### config.mk
export PLATFORM = sky130hd
export DESIGN_NAME = shared_mem_arbiter
export DESIGN_NICKNAME = d
export VERILOG_FILES = /design/src/rtl/arb_pkg.sv /design/src/rtl/arb_phase.sv /design/src/rtl/arb_wait.sv /design/src/rtl/arb_vfetch.sv /design/src/rtl/shared_mem_arbiter.sv
export SDC_FILE = /design/constraint.sdc
export NUM_CORES = 1
export LEC_CHECK = 0
export BUFFER_PORTS_ARGS = -buffer_cell sky130_fd_sc_hd__buf_2
export CAP_MARGIN = 20
export CORE_AREA = 5 5 74 56
export CTS_CLUSTER_SIZE = 25
export DETAILED_ROUTE_END_ITERATION = 6
export DIE_AREA = 0 0 79 61
export MAX_ROUTING_LAYER = met4
export PLACE_DENSITY = 0.76
export SYNTH_ARGS = -nofsm -noshare
export SYNTH_HDL_FRONTEND = slang
export SYNTH_SLANG_ARGS = --single-unit
### constraint.sdc
create_clock -name clk -period 1.9 [get_ports clk]
set_input_delay 0.475 -clock clk [delete_from_list [all_inputs] [get_ports clk]]
set_output_delay 0.475 -clock clk [all_outputs]
set_load 0.005 [all_outputs]
### src/rtl/arb_pkg.sv
package arb_pkg;

  // Kinds of CPU bus activity that hold the bus and must be frame aligned.
  function automatic logic cpu_bus_req(input logic m1_n, input logic mreq_n,
                                       input logic iorq_n, input logic rd_n,
                                       input logic wr_n);
    return ((!mreq_n || !iorq_n) && (!rd_n || !wr_n)) || (!m1_n && !iorq_n);
  endfunction

endpackage

### src/rtl/arb_phase.sv
module arb_phase #(
  parameter int SUB_W = 2,
  parameter int TS_W  = 2
) (
  input  logic             clk,
  input  logic             rst,
  output logic [SUB_W-1:0] sub,
  output logic [TS_W-1:0]  ts,
  output logic [TS_W-1:0]  ts_nxt,
  output logic             cpu_ce
);
  localparam int CW = SUB_W + TS_W;
  localparam logic [SUB_W-1:0] LAST_SUB = {SUB_W{1'b1}};

  logic [CW-1:0] cnt_q;
  logic [CW-1:0] cnt_nxt;
  logic          ce_q;

  assign cnt_nxt = cnt_q + {{(CW-1){1'b0}}, 1'b1};

  always_ff @(posedge clk) begin
    if (rst) begin
      cnt_q <= '0;
      ce_q  <= 1'b0;
    end else begin
      cnt_q <= cnt_nxt;
      ce_q  <= (cnt_nxt[SUB_W-1:0] == LAST_SUB);
    end
  end

  assign sub    = cnt_q[SUB_W-1:0];
  assign ts     = cnt_q[CW-1:SUB_W];
  assign ts_nxt = cnt_nxt[CW-1:SUB_W];
  assign cpu_ce = ce_q;
endmodule

### src/rtl/arb_wait.sv
module arb_wait #(
  parameter int SUB_W   = 2,
  parameter int TS_W    = 2,
  parameter int WAIT_PH = 1
) (
  input  logic             clk,
  input  logic             rst,
  input  logic             req,
  input  logic [SUB_W-1:0] sub,
  input  logic [TS_W-1:0]  ts,
  output logic             wait_n
);
  localparam logic [SUB_W-1:0] UPD_PH  = SUB_W'(WAIT_PH);
  localparam logic [TS_W-1:0]  LAST_TS = {TS_W{1'b1}};

  logic wait_n_q;

  // Updated only on the CPU-clock falling edge; held low until the frame's last T-state.
  always_ff @(posedge clk) begin
    if (rst) begin
      wait_n_q <= 1'b1;
    end else if (sub == UPD_PH) begin
      wait_n_q <= !(req && (ts != LAST_TS));
    end
  end

  assign wait_n = wait_n_q;
endmodule

### src/rtl/arb_vfetch.sv
module arb_vfetch #(
  parameter int ADDR_W = 16,
  parameter int DATA_W = 8,
  parameter int SUB_W  = 2,
  parameter int TS_W   = 2,
  parameter int VSLOT  = 1
) (
  input  logic              clk,
  input  logic              rst,
  input  logic              de,
  input  logic [ADDR_W-1:0] vid_addr,
  input  logic [ADDR_W-1:0] cpu_addr,
  input  logic [DATA_W-1:0] mem_rdata,
  input  logic [SUB_W-1:0]  sub,
  input  logic [TS_W-1:0]   ts_nxt,
  output logic              mux_sel,
  output logic              bus_iso_n,
  output logic [ADDR_W-1:0] mem_addr,
  output logic [DATA_W-1:0] video_byte
);
  localparam logic [TS_W-1:0]  VS       = TS_W'(VSLOT);
  localparam logic [SUB_W-1:0] LAST_SUB = {SUB_W{1'b1}};

  logic              sel_nxt;
  logic              sel_q;
  logic              iso_n_q;
  logic [ADDR_W-1:0] addr_q;
  logic [DATA_W-1:0] byte_q;

  assign sel_nxt = de && (ts_nxt == VS);

  always_ff @(posedge clk) begin
    if (rst) begin
      sel_q   <= 1'b0;
      iso_n_q <= 1'b1;
      addr_q  <= '0;
      byte_q  <= '0;
    end else begin
      sel_q   <= sel_nxt;
      iso_n_q <= !sel_nxt;
      addr_q  <= sel_nxt ? vid_addr : cpu_addr;
      if (sel_q && (sub == LAST_SUB)) begin
        byte_q <= mem_rdata;
      end
    end
  end

  assign mux_sel    = sel_q;
  assign bus_iso_n  = iso_n_q;
  assign mem_addr   = addr_q;
  assign video_byte = byte_q;
endmodule

### src/rtl/shared_mem_arbiter.sv
module shared_mem_arbiter
  import arb_pkg::*;
#(
  parameter int ADDR_W  = 16,
  parameter int DATA_W  = 8,
  parameter int SUB_W   = 2,
  parameter int TS_W    = 2,
  parameter int VSLOT   = 1,
  parameter int WAIT_PH = 1
) (
  input  logic              clk,
  input  logic              rst,
  input  logic              m1_n,
  input  logic              mreq_n,
  input  logic              iorq_n,
  input  logic              rd_n,
  input  logic              wr_n,
  input  logic [ADDR_W-1:0] cpu_addr,
  input  logic              de,
  input  logic [ADDR_W-1:0] vid_addr,
  input  logic [DATA_W-1:0] mem_rdata,
  output logic              cpu_ce,
  output logic              wait_n,
  output logic              mux_sel,
  output logic              bus_iso_n,
  output logic [ADDR_W-1:0] mem_addr,
  output logic [DATA_W-1:0] video_byte
);
  logic [SUB_W-1:0] sub_w;
  logic [TS_W-1:0]  ts_w;
  logic [TS_W-1:0]  ts_nxt_w;
  logic             req_w;

  assign req_w = cpu_bus_req(m1_n, mreq_n, iorq_n, rd_n, wr_n);

  arb_phase #(.SUB_W(SUB_W), .TS_W(TS_W)) u_phase (
    .clk(clk), .rst(rst), .sub(sub_w), .ts(ts_w), .ts_nxt(ts_nxt_w), .cpu_ce(cpu_ce)
  );

  arb_wait #(.SUB_W(SUB_W), .TS_W(TS_W), .WAIT_PH(WAIT_PH)) u_wait (
    .clk(clk), .rst(rst), .req(req_w), .sub(sub_w), .ts(ts_w), .wait_n(wait_n)
  );

  arb_vfetch #(.ADDR_W(ADDR_W), .DATA_W(DATA_W), .SUB_W(SUB_W), .TS_W(TS_W),
               .VSLOT(VSLOT)) u_vfetch (
    .clk(clk), .rst(rst), .de(de), .vid_addr(vid_addr), .cpu_addr(cpu_addr),
    .mem_rdata(mem_rdata), .sub(sub_w), .ts_nxt(ts_nxt_w), .mux_sel(mux_sel),
    .bus_iso_n(bus_iso_n), .mem_addr(mem_addr), .video_byte(video_byte)
  );
endmodule

-- Word-level counts from Yosys, hierarchy flattened
Cells that the tools add are included.
- add/sub/neg operators: 1
- equality and inequality tests: 5
- mux-type cells: 1
- reduce and logical (&&, ||, !) cells: 15
- operators with widths (cell ; number):
    16-bit two-way mux ; 1
    1-bit zero test ; 7
    1-bit logical AND ; 5
    4-bit by 1-bit adder with 4-bit output, second input constant ; 1
    2-bit by 1-bit equality test with 1-bit output, second input constant ; 2
    2-bit equality test, second input constant ; 2
    1-bit logical OR ; 3
    2-bit != test, second input constant ; 1
- register bits after elaboration: 32
- input bits: 48
- logic and storage cells: 29

-- Logic depth before layout (Yosys ltp)
Gate-level depths: netlist (run 1).
- depth after elaboration: 6
- depth in mapped cells: 6

-- Hierarchy
Synthesis (run 1) repeated with hierarchy kept, for this count alone.
- cell total of the unflattened synthesis: 138
- area, all modules: 1440.1 sq um
- modules (own cells, without submodules) (module ; instances ; cells each ; area an instance (sq um) ; sequential area each (sq um)):
    arb_vfetch ; 1 ; 110 ; 1144.8 ; 520.5
    arb_phase ; 1 ; 20 ; 216.5 ; 100.1
    arb_wait ; 1 ; 6 ; 62.6 ; 20.0
    shared_mem_arbiter ; 1 ; 2 ; 16.3 ; 0.0

-- Worst setup path after synthesis (run 1)
OpenSTA, ideal clock, no wires.
- kind: register to register
- from: reg u_phase.cnt_q[0]
- to: reg u_vfetch.addr_q[10] (netlist: u_vfetch.mem_addr[10])
- library setup time: 0.072 ns
- arrival time: 1.460 ns
- path slack: 0.368 ns
- cell stages (with the launch flop): 7
- buffers on the path: 2
- path through: dfxtp_1 > ha_1 > buf_6 > nand3b_4 > o2bb2ai_4 > buf_12 > mux2i_1
- word-level cells in the longest chain between the ends: 4
- ends and longest elaborated chain (element ; RTL line ; text):
    from (decl) ; arb_phase.sv:15 ; logic [CW-1:0] cnt_q;
    from (signal assigned) ; arb_phase.sv:26 ; cnt_q <= cnt_nxt;
    4-bit by 1-bit adder with 4-bit output ; arb_phase.sv:19 ; assign cnt_nxt = cnt_q + {{(CW-1){1'b0}}, 1'b1};
    2-bit by 1-bit equality test with 1-bit output ; arb_vfetch.sv:30 ; assign sel_nxt = de && (ts_nxt == VS);
    1-bit logical AND ; arb_vfetch.sv:30 ;
    16-bit two-way mux ; arb_vfetch.sv:41 ; addr_q <= sel_nxt ? vid_addr : cpu_addr;
    to (signal assigned) ; arb_vfetch.sv:41 ;
    to (decl) ; arb_vfetch.sv:27 ; logic [ADDR_W-1:0] addr_q;
No other way between the ends.
A chain may end at the register's enable or synchronous reset.

-- Worst setup path in the final report (run 1)
- from: reg u_phase.cnt_q[0]
- to: reg u_vfetch.addr_q[12] (netlist: u_vfetch.mem_addr[12])
Same word-level chain as after synthesis.

==> results of run 1 <==
[state kept, by name, indices dropped and copies added, names as in the netlist]
| register | count |
|---|---|
| u_phase.cnt_q | 4 |
| u_phase.cpu_ce | 1 |
| u_wait.wait_n | 1 |
| u_vfetch.video_byte | 8 |
| u_vfetch.mem_addr | 16 |
| u_vfetch.mux_sel | 1 |
| u_vfetch.bus_iso_n | 1 |
[cell usage after synthesis]
master	count
sky130_fd_sc_hd__mux2i_1	16
sky130_fd_sc_hd__or2b_1	1
sky130_fd_sc_hd__nand4_1	1
sky130_fd_sc_hd__clkbuf_1	5
sky130_fd_sc_hd__and2_4	1
sky130_fd_sc_hd__inv_1	2
sky130_fd_sc_hd__xor2_1	1
sky130_fd_sc_hd__buf_2	1
sky130_fd_sc_hd__nand2_1	12
sky130_fd_sc_hd__o21ai_0	1
sky130_fd_sc_hd__buf_12	1
sky130_fd_sc_hd__o2bb2ai_4	1
sky130_fd_sc_hd__o211ai_1	1
sky130_fd_sc_hd__o21ai_2	1
sky130_fd_sc_hd__a21oi_1	9
sky130_fd_sc_hd__dfxtp_1	32
sky130_fd_sc_hd__buf_6	1
sky130_fd_sc_hd__ha_1	3
sky130_fd_sc_hd__nand3_1	8
sky130_fd_sc_hd__nor2b_1	3
sky130_fd_sc_hd__nand3b_4	1
sky130_fd_sc_hd__nand2b_1	35
sky130_fd_sc_hd__nor2_1	3
[through the flow]
stage,hold WS (ps),total power (W),std cells
after floorplan,445,0.000835,140
after global placement,442,0.000921,250
after detailed placement,445,0.000924,250
after CTS,442,0.00145,258
after global routing,432,0.00151,258
final,450,0.00143,258
[cell type report]
type                    count  area share, %
multi-input cells          98           36.3
repair buffers             78           21.4
clock buffers               8           4.84
well taps                  40           2.69
inverters                   2          0.403
flip-flops and latches     32           34.4
[per-layer routing]
metal	track usage, %	wire, um	vias up
met5	-	0	-
met4	6.62	36	0
met3	3.86	184	4
met2	23.6	1590	35
met1	16.2	1300	526
li1	-	-	611
[path summary, 6_finish.rpt]
| check | startpoint | endpoint | slack [ps] | depth (start not counted) |
|---|---|---|---|---|
| worst max-delay path | u_phase.cnt_q[0]$_SDFF_PP0_ | u_vfetch.mem_addr[12]$_SDFF_PP0_ | 230 | 6 |
| worst min-delay path | mem_rdata[2] | u_vfetch.video_byte[2]$_SDFFE_PP0P_ | 450 | 3 |
| worst max register to register | u_phase.cnt_q[0]$_SDFF_PP0_ | u_vfetch.mem_addr[12]$_SDFF_PP0_ | 230 | 6 |
| worst min register to register | u_vfetch.video_byte[3]$_SDFFE_PP0P_ | u_vfetch.video_byte[3]$_SDFFE_PP0P_ | 450 | 2 |
[logic make-up after synthesis]
group           share of synthesized area, %
simple gates                            27.3
buf+inv                                 4.53
xor+xnor                               0.635
fa+ha+maj                               2.72
compound gates                          6.80
flops                                   46.4
mux                                     11.6
[worst max-delay path: cells and delay by family (launching register included)]
family | cells | cell delay, ps
buffers and inverters | 1 | 300
AOI/OAI and AO/OA | 2 | 200
DFF | 1 | 390
adders and majority gates | 1 | 190
and+or+nand+nor | 1 | 260
muxes | 1 | 240
[power breakdown]
group / switching, W / total [W] / internal, W
Clock: 0.000223 / 0.000518 / 0.000295
Sequential: 0.0000149 / 0.000721 / 0.000706
Combinational: 0.0000813 / 0.000187 / 0.000106
Total: 0.000319 / 0.00143 / 0.00111
==> flow_metrics.tcl, run 1 <==
set metrics [dict create \
    run_status "finished clean" \
    tritoncts_buffers 5 \
    cts-root-buf "sky130_fd_sc_hd__clkbuf_8" \
    die_w_um 79 \
    path_clk_slew_ps 60 \
    layout.cells.most_common_list "sky130_fd_sc_hd__buf_2, sky130_fd_sc_hd__nand2b_1, sky130_fd_sc_hd__dfxtp_1" \
    finalSetupViolCount 0 \
    critPathSlowestCell "sky130_fd_sc_hd__dfxtp_1" \
    finalSetupTns_ps 0 \
    post_synth_main_area_contributors "sky130_fd_sc_hd__dfxtp_1, sky130_fd_sc_hd__nand2b_1, sky130_fd_sc_hd__mux2i_1" \
    maxSlewViolCount 0 \
    num_vias 1176 \
    final.setup_skew_ps 2.11 \
    totalWireLength_mm 3.10 \
    layout_setup_ws_ps 234 \
    timing.hold.worst.class "input port to flop" \
    hold_buffers 0 \
    fin_crit_sh_pct 87.7 \
    synth-seq-cells 32 \
    dieArea_um2 4820 \
    power-per-cell-area_nw_per_um2 765 \
    routability_driven_placement_congestion_ratio 0.780 \
    wl_per_cell_um 12.0 \
    worst_slew_pin_slew_ps 483 \
    cts_tree "built" \
    fp-row-count 18 \
    worst-endpoint-arrival_ps 1860 \
    global_route_wire_length_before_repair_mm 5.04 \
    synth_top_area_share_pct 46.4 \
    core_region_area_um2 3360 \
    synthDistinctLibCells 23 \
    grt_remaining_overflow 0 \
    yosysSeqAreaShare_pct 46.4 \
    areaGrowthSynthToFinish_pct 35.0 \
    cts.sinks 32 \
    multiInputGateArea_um2 677 \
    drt_first_pass_iters 3 \
    initialDrtViolationCount 33 \
    grt_antenna_before_repair 0 \
    detailed_place.area_um2 1770 \
    groute.usage.overall_pct 14.2 \
    cts_repair_resize_count 0 \
    max_slew_margin_pct 67.8 \
    syn-instance-count 140 \
    layout.core_utilization_pct 55.5 \
    ant_nets 0 \
    detail_route.vias_per_cell 4.56 \
    first_global_vias 1121 \
    filler_cell_count 316 \
    layout.area.seq_um2 641 \
    chipHeight_um 61 \
    stdcell_area_um2 1860 \
    pin_count_of_the_biggest_net_entering_global_routing 41 \
    endpoint_kind "flop" \
    clkLatencyLatePin_ps 270 \
    start_util_pct 41.1 \
    synthesis.area_um2 1380 \
    vdd_ir_drop_max_mv 0.376 \
    nets 268 \
    synthDominantAreaCellType "sky130_fd_sc_hd__dfxtp_1" \
    n_antenna_cell 0 \
    dpl_worst_slack_ps 224 \
    cts.path.max_buffers 2 \
    detailed_place_hpwl_mm 2.40 \
    max_freq_ghz 0.600 \
    num_io_pins 76 \
    layout_commonest_cell "sky130_fd_sc_hd__buf_2" \
    cts_max_level 2 \
    fraction_of_final_layout_cells_sized_beyond_drive_strength_1_pct 40.4 \
    criticalPathCategory "flop to flop" \
    synth_nets 191 \
    period_needed_ps 1670 \
    synth.avg_cell_area_um2 9.86 \
    drc_errors 0 \
    ys_warn_count 0 \
    worstPathMaxFanout 18 \
    crit_chain "ha_1, or2b_1, o21ai_2, o2bb2ai_4, buf_4, mux2i_1" \
    hold_violations 0 \
    post_cts_buffers 0 \
    cp-start-kind "flop" \
    rsz0062_at_grt "no" \
    max_cap_viol_count 0 \
    cellLeakagePower_nw 0.867 \
    worst_path_largest_cell_delay_ps 390 \
    critical_path_required_ps 2100 \
    buffer_ports.inserted 75 \
]
(Power assumes the default switching activity.)
==> inputs of run 2 (changes only) <==
Settings changed: CORE_AREA 5 5 74 56 to 5 5 61 68, DIE_AREA 0 0 79 61 to 0 0 66 73, PLACE_DENSITY 0.76 to 0.75.
==> run 2 against run 1 <==
Net effect: via count increased by 2.9%; die area about the same; register-to-register slack improved by 20 ps; global-route usage decreased by 1.3 points; core utilization decreased by 1.7 points; largest power group unchanged.
==> flow_metrics.tcl, run 2 (synthesis gave the netlist of run 1 again) <==
set metrics [dict create \
    r2r_slack_ps 250 \
    layout_setup_ws_ps 253 \
    cts.path.max_buffers 2 \
    dpl_worst_slack_ps 260 \
    layout_commonest_cell "sky130_fd_sc_hd__buf_2" \
    drc_errors 0 \
    clkLatencyLatePin_ps 280 \
    cts_tree "built" \
    initialDrtViolationCount 21 \
    rsz0062_at_grt "no" \
    wl_per_cell_um 11.0 \
    grt_remaining_overflow 0 \
    timing.hold.worst.class "input port to flop" \
    pin_count_of_the_biggest_net_entering_global_routing 40 \
    dp.cells 260 \
    global_route_wire_length_before_repair_mm 4.56 \
    period_needed_ps 1650 \
    vdd_ir_drop_max_mv 0.438 \
    nets 268 \
    crit_chain "ha_1, or2b_1, o21ai_2, o2bb2ai_4, buf_4, mux2i_1" \
    chipHeight_um 73 \
    hold_buffers 0 \
    detail_route.vias_per_cell 4.51 \
    hold_violations 0 \
    layoutNonFillerInstCount 268 \
    layout.cells.most_common_list "sky130_fd_sc_hd__buf_2, sky130_fd_sc_hd__nand2b_1, sky130_fd_sc_hd__dfxtp_1" \
    critPathSlowestCell "sky130_fd_sc_hd__dfxtp_1" \
    worst_path_largest_cell_delay_ps 390 \
    n_antenna_cell 0 \
    worst_slew_pin_slew_ps 467 \
    tritoncts_buffers 5 \
    buffer_ports.inserted 75 \
    num_vias 1210 \
    crit_cells 6 \
    die_w_um 66 \
    final.setup_skew_ps 2.80 \
    grt_antenna_before_repair 0 \
    finalSetupTns_ps 0 \
    worstPathMaxFanout 18 \
    fraction_of_final_layout_cells_sized_beyond_drive_strength_1_pct 40.4 \
    cts-root-buf "sky130_fd_sc_hd__clkbuf_8" \
    path_delay_family "flip-flops" \
    max_cap_viol_count 0 \
    cellLeakagePower_nw 0.867 \
    path_clk_slew_ps 60 \
    dieArea_um2 4820 \
    max_slew_margin_pct 68.9 \
    first_global_vias 1162 \
    cts_repair_resize_count 0 \
    worst_setup_path_endpoint "u_vfetch.mem_addr[7]$_SDFF_PP0_" \
    seq_power_share_pct 50.1 \
    groute.usage.overall_pct 12.9 \
    worst_r2r_endpoint "u_vfetch.mem_addr[7]$_SDFF_PP0_" \
    layout.core_utilization_pct 53.9 \
    ant_nets 0 \
    r2r-start "u_phase.cnt_q[0]$_SDFF_PP0_" \
    power-per-cell-area_nw_per_um2 765 \
    detailed_place.area_um2 1790 \
    cts_max_level 2 \
    power.share.combinational_pct 12.9 \
    core_region_area_um2 3480 \
    worst-endpoint-arrival_ps 1860 \
    cts.sinks 32 \
    power.switching_fraction_pct 22.9 \
    cp-start-kind "flop" \
    post_cts_buffers 0 \
    detailed_place_hpwl_mm 2.28 \
    timing.critical_path.from "u_phase.cnt_q[0]$_SDFF_PP0_" \
    stdcell_area_um2 1880 \
    start_util_pct 39.6 \
    drt_first_pass_iters 4 \
    run_status "finished clean" \
    totalWireLength_mm 2.95 \
    maxSlewViolCount 0 \
    fp-row-count 23 \
    fin_crit_sh_pct 86.7 \
    criticalPathCategory "flop to flop" \
    max_freq_ghz 0.607 \
    flip_flop_count_of_the_largest_register_after_layout 16 \
    areaGrowthSynthToFinish_pct 35.9 \
    p_sw_w 0.000329 \
    finalSetupViolCount 0 \
    num_io_pins 76 \
    routability_driven_placement_congestion_ratio 0.666 \
    power.internal_w 0.00111 \
    worst-path-buf-inv 1 \
    p_clk_share_pct 37.0 \
    critical_path_required_ps 2110 \
    worst_r2r_path_depth 6 \
    endpoint_kind "flop" \
]
-- run 2: layout make-up --
| type | count | area, um2 |
|---|---|---|
| well taps | 50 | 62.6 |
| inverters | 2 | 7.51 |
| clock buffers | 8 | 90.1 |
| repair buffers | 78 | 398 |
| fillers | 337 | 1610 |
| multi-input cells | 98 | 677 |
| flip-flops and latches | 32 | 641 |
-- run 2: through the flow --
| step | total power [W] | hold WS [ps] |
|---|---|---|
| detailed placement | 0.000923 | 443 |
| CTS | 0.00146 | 436 |
| finish | 0.00144 | 439 |
| global placement | 0.000919 | 439 |
| global route | 0.00150 | 445 |
| floorplan | 0.000835 | 445 |
-- run 2: worst min-delay path by stage --
stage	start	end	slack, ps	cells past startpoint
finish	cpu_addr[9]	u_vfetch.mem_addr[9]$_SDFF_PP0_	440	3
global route	mem_rdata[6]	u_vfetch.video_byte[6]$_SDFFE_PP0P_	450	3
CTS	mem_rdata[3]	u_vfetch.video_byte[3]$_SDFFE_PP0P_	440	3
detailed placement	u_vfetch.video_byte[7]$_SDFFE_PP0P_	u_vfetch.video_byte[7]$_SDFFE_PP0P_	440	2
global placement	u_vfetch.video_byte[4]$_SDFFE_PP0P_	u_vfetch.video_byte[4]$_SDFFE_PP0P_	440	2
floorplan	u_phase.cnt_q[0]$_SDFF_PP0_	u_phase.cnt_q[0]$_SDFF_PP0_	440	1
-- run 2: worst min-delay path, cell delays in order --
cell and delay [ps]:
sky130_fd_sc_hd__buf_2 90, sky130_fd_sc_hd__nand2b_1 50, sky130_fd_sc_hd__mux2i_1 50
-- run 2: power groups by stage --
stage                     Sequential, W  Clock (W)  Combinational [W]
after floorplan                0.000737          0          0.0000977
after global placement         0.000734          0           0.000185
after detailed placement       0.000734          0           0.000189
after CTS                      0.000720   0.000547           0.000190
after global routing           0.000722   0.000568           0.000208
final                          0.000720   0.000531           0.000185
-- run 2: per-layer routing --
metal	global-route usage, %	wire (um)	share of wire (%)
met5	-	0	0
met4	7.45	67	2.3
met3	5.39	336	11
met2	21.6	1420	48
met1	12.3	1120	38
==> inputs of run 3 (changes only) <==
Settings changed: CORE_AREA 5 5 61 68 to 5 5 61 69, DIE_AREA 0 0 66 73 to 0 0 66 74, PLACE_DENSITY 0.75 to 0.76, SYNTH_HIERARCHICAL set to 1.
==> run 3 against run 2 <==
Net effect: global-route usage increased by 0.99 points; combinational power increased by 4%; non-clock buffer count increased by 1; clock power decreased by 10%; die area increased by 1.4%; flip-flop and latch count unchanged; cell count decreased by 1.5%; critical endpoint is now u_vfetch/bus_iso_n$_SDFF_PP1_; highest routed layer unchanged.
==> flow_metrics.tcl, run 3 <==
set metrics [dict create \
    global_route_wire_length_before_repair_mm 4.88 \
    wl_per_cell_um 11.6 \
    power-per-cell-area_nw_per_um2 726 \
    groute.usage.overall_pct 13.9 \
    layout_commonest_cell "sky130_fd_sc_hd__buf_2" \
    die_w_um 66 \
    worst_r2r_path_depth 5 \
    layout.area.seq_um2 641 \
    worst_path_largest_cell_delay_ps 450 \
    synth-seq-cells 32 \
    finalSetupTns_ps 0 \
    cts.path.max_buffers 2 \
    cellLeakagePower_nw 0.894 \
    worst-endpoint-arrival_ps 1730 \
    routability_driven_placement_congestion_ratio 0.648 \
    max_cap_viol_count 0 \
    maxSlewViolCount 0 \
    r2r_slack_ps 340 \
    ys_async_sr_fraction_pct 0 \
    run_status "finished clean" \
    synthDominantAreaCellType "sky130_fd_sc_hd__dfxtp_1" \
    post_cts_buffers 0 \
    period_needed_ps 1560 \
    worst-path-buf-inv 1 \
    initialDrtViolationCount 46 \
    fin_crit_sh_pct 82.3 \
    num_io_pins 76 \
    final.setup_skew_ps 3.68 \
    fp-row-count 23 \
    cp-start-kind "flop" \
    ant_nets 0 \
    r2r-start "u_phase/cnt_q[0]$_SDFF_PP0_" \
    timing.critical_path.from "u_phase/cnt_q[0]$_SDFF_PP0_" \
    synth_top_area_share_pct 44.5 \
    detailed_place_hpwl_mm 2.33 \
    crit_chain "ha_1, xor2_1, and3b_1, buf_4, or2b_1" \
    layout.core_utilization_pct 55.0 \
    synth_edf_count 0 \
    first_global_vias 1114 \
    num_vias 1146 \
    worst_slew_pin_slew_ps 532 \
    path_clk_slew_ps 60 \
    cts-root-buf "sky130_fd_sc_hd__clkbuf_8" \
    layout.cells.most_common_list "sky130_fd_sc_hd__buf_2, sky130_fd_sc_hd__nand2b_1, sky130_fd_sc_hd__dfxtp_1" \
    synth.top_cells.by_count "sky130_fd_sc_hd__nand2b_1, sky130_fd_sc_hd__dfxtp_1, sky130_fd_sc_hd__mux2i_1" \
    drc_errors 0 \
    fraction_of_final_layout_cells_sized_beyond_drive_strength_1_pct 41.6 \
    dieArea_um2 4880 \
    vdd_ir_drop_max_mv 0.275 \
    syn-instance-count 138 \
    yosysSeqAreaShare_pct 44.5 \
    synthDistinctLibCells 24 \
    dpl_worst_slack_ps 344 \
    detail_route.vias_per_cell 4.34 \
    synth.avg_cell_area_um2 10.4 \
    flip_flop_count_of_the_largest_register_after_layout 16 \
    hold_violations 0 \
    layout_setup_ws_ps 336 \
    critical_path_required_ps 2070 \
    grt_antenna_before_repair 0 \
    critPathSlowestCell "sky130_fd_sc_hd__dfxtp_1" \
    cts_max_level 2 \
    filler_cell_count 325 \
    pin_count_of_the_biggest_net_entering_global_routing 45 \
    grt_remaining_overflow 0 \
    multiInputGateArea_um2 726 \
    crit_cells 5 \
    endpoint_kind "flop" \
    totalWireLength_mm 3.07 \
    hold_buffers 0 \
    worst_r2r_endpoint "u_vfetch/bus_iso_n$_SDFF_PP1_" \
    synth_nets 188 \
    finalSetupViolCount 0 \
    tritoncts_buffers 5 \
    areaGrowthSynthToFinish_pct 33.0 \
    post_synth_main_area_contributors "sky130_fd_sc_hd__dfxtp_1, sky130_fd_sc_hd__nand2b_1, sky130_fd_sc_hd__mux2i_1" \
    synthesis.area_um2 1440 \
    criticalPathCategory "flop to flop" \
    max_freq_ghz 0.639 \
    cts_tree "built" \
    worst_setup_path_endpoint "u_vfetch/bus_iso_n$_SDFF_PP1_" \
    max_slew_margin_pct 64.6 \
    nets 264 \
    cts.sinks 32 \
    dominantRegCellSynth "sky130_fd_sc_hd__dfxtp_1" \
    drt_first_pass_iters 4 \
    clkLatencyLatePin_ps 280 \
    post-synth-top-count-cell "sky130_fd_sc_hd__nand2b_1" \
    worstPathMaxFanout 8 \
    n_antenna_cell 0 \
    timing.hold.worst.class "input port to flop" \
    chipHeight_um 74 \
    ys_warn_count 6 \
    rsz0062_at_grt "no" \
    start_util_pct 41.4 \
    buffer_ports.inserted 75 \
    path_delay_family "flip-flops" \
    cts_repair_resize_count 0 \
    core_region_area_um2 3480 \
]
[run 3: through the flow]
stage | hold WS (ps) | cell area (um2) | instances | total power (W)
after floorplan | 465 | 1440 | 138 | 0.000842
after global placement | 459 | 1840 | 257 | 0.000930
after detailed placement | 461 | 1840 | 257 | 0.000932
after CTS | 440 | 1920 | 264 | 0.00142
after global routing | 451 | 1920 | 264 | 0.00147
final | 451 | 1920 | 264 | 0.00139
[run 3: how the worst min path moves through the flow]
stage                                         from                                   to  slack [ps]  cells past startpoint
6_report                               cpu_addr[9]      u_vfetch/mem_addr[9]$_SDFF_PP0_         450                      3
5_1_grt                                vid_addr[3]      u_vfetch/mem_addr[3]$_SDFF_PP0_         450                      3
4_1_cts                                cpu_addr[1]      u_vfetch/mem_addr[1]$_SDFF_PP0_         440                      3
3_5_place_dp   u_vfetch/video_byte[6]$_SDFFE_PP0P_  u_vfetch/video_byte[6]$_SDFFE_PP0P_         460                      2
3_3_place_gp   u_vfetch/video_byte[7]$_SDFFE_PP0P_  u_vfetch/video_byte[7]$_SDFFE_PP0P_         460                      2
2_1_floorplan          u_phase/cnt_q[0]$_SDFF_PP0_          u_phase/cnt_q[0]$_SDFF_PP0_         460                      1
[run 3: metal layers]
metal	share of wire (%)	up-vias	GRT usage, %
met4	1.9	0	8.13
met1	44	493	16.4
met5	0	-	-
met2	44	54	20.8
li1	-	594	-
met3	11	5	4.08
[run 3: power by group]
part	switching (W)	internal [W]
sequential	0.0000159	0.000707
clock	0.000228	0.000248
combinational	0.0000788	0.000113
total	0.000322	0.00107
[run 3: kinds of logic after synthesis]
family	share of synthesized area (%)
xor gates and xnor gates	1.22
muxes	17.7
DFF	44.5
buffers and inverters	5.13
adders and majority gates	1.74
and+or+nand+nor	27.2
AOI/OAI and AO/OA	2.52
[run 3: layout make-up]
class	instances	share of cell area (%)
multi-input cells	95	37.9
flip-flops and latches	32	33.4
repair buffers	79	21.2
clock buffers	6	3.79
well taps	50	3.27
clock inverters	1	0.261
inverters	1	0.196
[run 3: worst reg2reg max path, stage by stage (launching register included)]
cell and delay, ps:
sky130_fd_sc_hd__dfxtp_1 450, sky130_fd_sc_hd__ha_1 210, sky130_fd_sc_hd__xor2_1 150, sky130_fd_sc_hd__and3b_1 220, sky130_fd_sc_hd__buf_4 200, sky130_fd_sc_hd__or2b_1 230
